$ cat src/rtl/ssx_pkg.sv
package ssx_pkg;
    parameter int unsigned SSX_BITS  = 8;
    localparam int unsigned SSX_CNT_W = $clog2(2 * SSX_BITS);

    typedef struct packed {
        logic [SSX_BITS-1:0]  sr;
        logic [SSX_CNT_W-1:0] cnt;
        logic                 done;
        logic                 abort;
        logic                 tout;
        logic [SSX_BITS-1:0]  rxb;
        logic                 oe;
        logic                 p_clk;
        logic                 p_en;
    } eng_t;
endpackage

$ cat src/rtl/ssx_sync.sv
module ssx_sync #(
    parameter int unsigned     WIDTH   = 1,
    parameter int unsigned     STAGES  = 2,
    parameter logic [WIDTH-1:0] RST_VAL = '0
) (
    input  logic             clk,
    input  logic             rst_n,
    input  logic [WIDTH-1:0] d_i,
    output logic [WIDTH-1:0] q_o
);
    logic [WIDTH-1:0] stg_d [STAGES];
    logic [WIDTH-1:0] stg_q [STAGES];

    always_comb begin
        stg_d[0] = d_i;
        for (int i = 1; i < STAGES; i++) begin
            stg_d[i] = stg_q[i-1];
        end
    end

    always_ff @(posedge clk or negedge rst_n) begin
        if (!rst_n) begin
            for (int i = 0; i < STAGES; i++) stg_q[i] <= RST_VAL;
        end else begin
            for (int i = 0; i < STAGES; i++) stg_q[i] <= stg_d[i];
        end
    end

    assign q_o = stg_q[STAGES-1];
endmodule

$ cat src/rtl/ssx_stall_timer.sv
module ssx_stall_timer #(
    parameter int unsigned LIMIT = 4096
) (
    input  logic clk,
    input  logic rst_n,
    input  logic run_i,
    input  logic kick_i,
    output logic expired_o
);
    localparam int unsigned W = $clog2(LIMIT + 1);
    localparam logic [W-1:0] TOP = W'(LIMIT);

    logic [W-1:0] cnt_d, cnt_q;

    always_comb begin
        cnt_d = cnt_q;
        if (kick_i || !run_i) cnt_d = '0;
        else if (cnt_q != TOP) cnt_d = cnt_q + 1'b1;
    end

    always_ff @(posedge clk or negedge rst_n) begin
        if (!rst_n) cnt_q <= '0;
        else        cnt_q <= cnt_d;
    end

    assign expired_o = (cnt_q == TOP);


    stall_cap_chk: assert property (@(posedge clk) disable iff (!rst_n)
        (kick_i || !run_i) |=> (cnt_q == '0));
endmodule

$ cat src/rtl/ser_byte_engine.sv
module ser_byte_engine
    import ssx_pkg::*;
#(
    parameter int unsigned TIMEOUT_CYC = 4096
) (
    input  logic                clk,
    input  logic                rst_n,
    input  logic                ser_clk_i,
    input  logic                ser_data_i,
    output logic                ser_data_oe_o,
    input  logic                ser_en_n_i,
    input  logic                dir_tx_i,
    input  logic [SSX_BITS-1:0] tx_byte_i,
    input  logic                tx_load_i,
    output logic [SSX_BITS-1:0] rx_byte_o,
    output logic                done_o,
    input  logic                done_clr_i,
    output logic                abort_o,
    output logic                timeout_o
);
    localparam int unsigned MSB = SSX_BITS - 1;
    localparam logic [SSX_CNT_W-1:0] CNT_LAST = '1;

    eng_t st_d, st_q;
    logic [2:0] sync_w;
    logic s_clk, s_dat, s_en;
    logic clk_rise, clk_fall, en_rise, en_fall, live, edge_ok, expired;

    ssx_sync #(.WIDTH(3), .STAGES(2), .RST_VAL(3'b110)) u_sync (
        .clk   (clk),
        .rst_n (rst_n),
        .d_i   ({ser_en_n_i, ser_data_i, ser_clk_i}),
        .q_o   (sync_w)
    );

    assign s_clk = sync_w[0];
    assign s_dat = sync_w[1];
    assign s_en  = sync_w[2];

    assign clk_rise = s_clk & ~st_q.p_clk;
    assign clk_fall = ~s_clk & st_q.p_clk;
    assign en_rise  = s_en & ~st_q.p_en;
    assign en_fall  = ~s_en & st_q.p_en;
    assign live     = ~s_en;
    assign edge_ok  = live & (clk_rise | clk_fall);

    ssx_stall_timer #(.LIMIT(TIMEOUT_CYC)) u_stall (
        .clk       (clk),
        .rst_n     (rst_n),
        .run_i     (live && (st_q.cnt != '0)),
        .kick_i    (clk_rise | clk_fall),
        .expired_o (expired)
    );

    always_comb begin
        st_d       = st_q;
        st_d.p_clk = s_clk;
        st_d.p_en  = s_en;

        if (en_rise) begin
            st_d.sr    = '1;
            st_d.cnt   = '0;
            st_d.abort = (st_q.cnt != '0);
        end else if (en_fall) begin
            st_d.abort = 1'b0;
            st_d.tout  = 1'b0;
        end

        if (done_clr_i) st_d.done = 1'b0;

        if (tx_load_i && dir_tx_i) begin
            st_d.sr = tx_byte_i;
        end else if (edge_ok) begin
            if (!dir_tx_i && clk_rise) st_d.sr = {st_q.sr[MSB-1:0], s_dat};
            if (dir_tx_i && clk_fall)  st_d.sr = {st_q.sr[MSB-1:0], 1'b1};
            st_d.cnt = st_q.cnt + 1'b1;
            if (st_q.cnt == CNT_LAST) begin
                st_d.done = 1'b1;
                if (!dir_tx_i) st_d.rxb = st_d.sr;
            end else if (st_q.cnt == '0) begin
                st_d.done = 1'b0;
            end
        end

        if (expired && live) st_d.tout = 1'b1;

        st_d.oe = dir_tx_i & live & ~st_d.sr[MSB];
    end

    always_ff @(posedge clk or negedge rst_n) begin
        if (!rst_n) begin
            st_q       <= '0;
            st_q.sr    <= '1;
            st_q.p_en  <= 1'b1;
        end else begin
            st_q <= st_d;
        end
    end

    assign ser_data_oe_o = st_q.oe;
    assign rx_byte_o     = st_q.rxb;
    assign done_o        = st_q.done;
    assign abort_o       = st_q.abort;
    assign timeout_o     = st_q.tout;


    rx_no_drive_chk: assert property (@(posedge clk) disable iff (!rst_n)
        !dir_tx_i |=> !ser_data_oe_o);


    done_rollover_chk: assert property (@(posedge clk) disable iff (!rst_n)
        $rose(done_o) |-> (st_q.cnt == '0) && ($past(st_q.cnt) == CNT_LAST));


    abort_en_high_chk: assert property (@(posedge clk) disable iff (!rst_n)
        $rose(abort_o) |-> $past(s_en && (st_q.cnt != '0)));


    tout_en_low_chk: assert property (@(posedge clk) disable iff (!rst_n)
        $rose(timeout_o) |-> $past(!s_en && (st_q.cnt != '0)));


    idle_cnt_chk: assert property (@(posedge clk) disable iff (!rst_n)
        (st_q.p_en && s_en) |=> (st_q.cnt == '0));
endmodule

$ cat config.mk
export PLATFORM = sky130hd
export DESIGN_NAME = ser_byte_engine
export DESIGN_NICKNAME = d
export VERILOG_FILES = /design/src/rtl/ssx_pkg.sv /design/src/rtl/ssx_sync.sv /design/src/rtl/ssx_stall_timer.sv /design/src/rtl/ser_byte_engine.sv
export SDC_FILE = /design/constraint.sdc
export NUM_CORES = 1
export LEC_CHECK = 0
export ABC_AREA = 1
export BUFFER_PORTS_ARGS = -buffer_cell sky130_fd_sc_hd__buf_2
export CAP_MARGIN = 20
export CORE_ASPECT_RATIO = 2
export CORE_MARGIN = 1.5
export CORE_UTILIZATION = 25
export DETAILED_ROUTE_END_ITERATION = 12
export GPL_ROUTABILITY_DRIVEN = 0
export PLACE_DENSITY = 0.4
export SYNTH_ARGS = -nofsm -noshare
export SYNTH_HDL_FRONTEND = slang
export SYNTH_SLANG_ARGS = --single-unit
$ cat constraint.sdc
create_clock -name clk -period 3.4 [get_ports clk]
set_clock_uncertainty 0.05 [all_clocks]
set_input_delay 0 -clock clk [delete_from_list [all_inputs] [get_ports clk]]
set_output_delay 0 -clock clk [all_outputs]
set_load 0.03 [all_outputs]
==> impl_results.md <==
* WL/cell at 13.3 um
* Setup Fix Bufs, Post-CTS at 0
* Ant diodes at 0
* Asr flop ratio synth at 100%
* GRT Residual Overflow at 0
* Cells on worst reg2reg path at 8
* Syn Inst Count at 276
* Fin nets at 336
* Final ANT Viol Nets at 0
* Resized Gates After CTS at 0
* Synthesized cell area at 2320 um^2
* First-pass DRT Iterations at 4
* Die Wd at 71.1 um
* Tightest Pin Transition at 450 ps
* Final Max Slew Viols at 0
* P_leak at 1.32 nW
* RR Endpoint: rx_byte_o[0]
* Number of max-cap violations at 0
* RSZ-0062 raised after global routing: false
* GRT Overall Usage at 12.4%
* Critical path's largest stage delay at 370 ps
* Die Y at 139 um
* Yosys reg bits at 45
* Net Count, Synth at 300
* PD cells at 453 nW/um^2
* Status: finished, final reports clean
* Distinct cells, synth at 28
* Final Util at 30.8%
* TritonCTS Buffers at 5
* F_max at 569 MHz
* CP Data Arrival Time at 1880 ps
* Drt total wl at 5.53 mm
* I/O pins at 28
* Max Root-Sink Buffers at 2
* Core area at 9010 um^2
* Fill cells at 991
* Clock period minus worst slack at 1760 ps
* Largest net degree at the start of global routing at 46
* Crit. End Element: flip-flop
* DP HPWL at 4.18 mm
* CP max FO at 9
* Vias at 1872
* I/O Buffers at 27
* Final setup fails at 0
* Crit Path Category: flip-flop to flip-flop
* Post-synth top area cell: dfrtp_1
* Residual DRC at 0
* CTS root buf: clkbuf_16
* Initial core utilization at 25.7%
* Yosys top cell area share at 34.6%
* Initial antenna violation count at 0
* Largest cells by area after synthesis: dfrtp_1 35%, dfstp_2 15%, nand2_1 12%
* Reg2Reg Setup Slack at 1640 ps
* Syn-to-layout area delta at 20.0%
* Syn avg cell area at 8.39 um^2
* Register area share after synthesis at 49.3%
* Max_slew headroom at 70.0%
* Die ar. at 9890 um^2
* CP required at 3520 ps
* CP Cell Sequence: inv_1 > ha_1 > nor2_4 > nand2_1 > nor2_4 > inv_2 > nand2_1 > o21ai_1
* Fin Setup TNS at 0 ps
* CTS sink count at 45
* Number of enable flip-flop cells after synthesis at 0
* Reg-to-Reg Start: u_sync.q_o[0]
* Hold Path Class: primary input to async pin
* Vias/cell at 4.51
* Top cells by count, synth: 71 x nand2_1, 32 x dfrtp_1, 29 x nor2_1
* Worst path slowest cell: dfrtp_1
* Worst VDD drop at 193 uV
* Top FF cell, synth: dfrtp_1
* Yosys Warn Count at 0
* Family with the most delay on the worst path: simple AND/OR/NAND/NOR gates
* Hold_buf cts at 14
* CTS tree: yes
* Most frequent cell after synthesis: nand2_1
* Buf+Inv Stages, Crit Path at 2
* Register clock-pin slew on the reported worst setup and hold paths at 60 ps
* Layout cells sized above 1 at 21.7%
* First-pass GRT wire length at 9.50 mm
* Clock latency on the worst-skew pair at 290 ps
* # rows at 49
* Initial DRC count at 55
* Htree depth at 2
* Worst Setup Start Kind: flip-flop
* Fin crit share at 51.7%
* Number of global-route vias before repair at 1941
* Final Hold Fails at 0
==> layer usage <==
layer / routed length, um / global-route usage, %
met2: 3160 / 23.5
met4: 93 / 4.17
met3: 182 / 2.98
met1: 2100 / 12.7
met5: 0 / 0
==> placed cells by master (no fill, tap or decap), drive strengths merged <==
master / Yosys / final
nand2: 75 / 75
ha: 8 / 8
xor2: 2 / 2
a21oi: 12 / 12
buf: 13 / 28
nor2: 32 / 32
o21ai: 25 / 25
dfrtp: 32 / 32
o211ai: 1 / 1
clkbuf: 0 / 6
dlygate4sd3: 0 / 14
o31ai: 1 / 1
dfstp: 13 / 13
mux2i: 1 / 1
or2: 1 / 1
a31oi: 3 / 3
xnor2: 1 / 1
nand3: 20 / 20
nand4: 6 / 6
inv: 28 / 28
nor3: 2 / 2
clkinv: 0 / 2
==> kinds of logic after synthesis <==
family / share of synthesized area [%]
AND/OR/NAND/NOR: 26.3
flip-flops: 49.3
AO/OA/AOI/OAI: 9.78
buffers and inverters: 8.75
adder cells (fa/ha/maj): 4.32
XOR/XNOR: 1.13
multiplexers: 0.432
==> per-stage QoR <==
stage | total power, mW | std cells | cell area (um^2) | worst slack (ps) | hold slack (ps)
2_1_floorplan | 0.727 | 276 | 2320 | 1890 | -346
3_3_place_gp | 0.783 | 392 | 2480 | 1620 | 56.3
3_5_place_dp | 0.784 | 392 | 2480 | 1600 | 56.6
4_1_cts | 1.28 | 414 | 2760 | 1590 | 131
5_1_grt | 1.34 | 415 | 2780 | 1460 | 144
6_report | 1.26 | 415 | 2780 | 1640 | 127
==> sequential cells by signal (all words and copies together), names as in the netlist <==
name,count
ser_data_oe_o,1
u_sync.stg_d,3
abort_o,1
done_o,1
u_sync.q_o,3
rx_byte_o,8
timeout_o,1
st_q,14
u_stall.cnt_q,13
==> final cells by class <==
type                       count  area [um^2]  share of cell area, %
clock inverter                 2         10.0                  0.360
timing repair buffer          42          295                   10.6
multi-input combinational    190          971                   34.9
tap                          102          128                   4.59
clock buffer                   6          129                   4.64
inverter                      28          105                   3.78
sequential                    45         1140                   41.1
==> worst max path at each step <==
stage | start | end | cells past startpoint
floorplan | u_sync.q_o[0] | rx_byte_o[0] | 8
global placement | u_sync.q_o[0] | rx_byte_o[0] | 8
detailed placement | u_sync.q_o[0] | rx_byte_o[0] | 8
CTS | u_sync.q_o[0] | rx_byte_o[0] | 8
global route | u_sync.q_o[2] | ser_data_oe_o | 8
finish | u_sync.q_o[0] | rx_byte_o[0] | 8
==> worst register-to-register path: cells and delay by family, from the launching register on <==
family,cells,cell delay [ps]
simple gates,4,620
flops,1,370
fa+ha+maj,1,350
buf+inv,2,190
compound gates,1,50
==> power breakdown <==
| part | internal, mW | leakage (nW) | switching [mW] |
|---|---|---|---|
| Sequential | 0.581 | 0.574 | 0.0244 |
| Combinational | 0.0680 | 0.675 | 0.111 |
| Clock | 0.270 | 0.0706 | 0.205 |
Note: power is estimated with default switching activity, not from simulation.
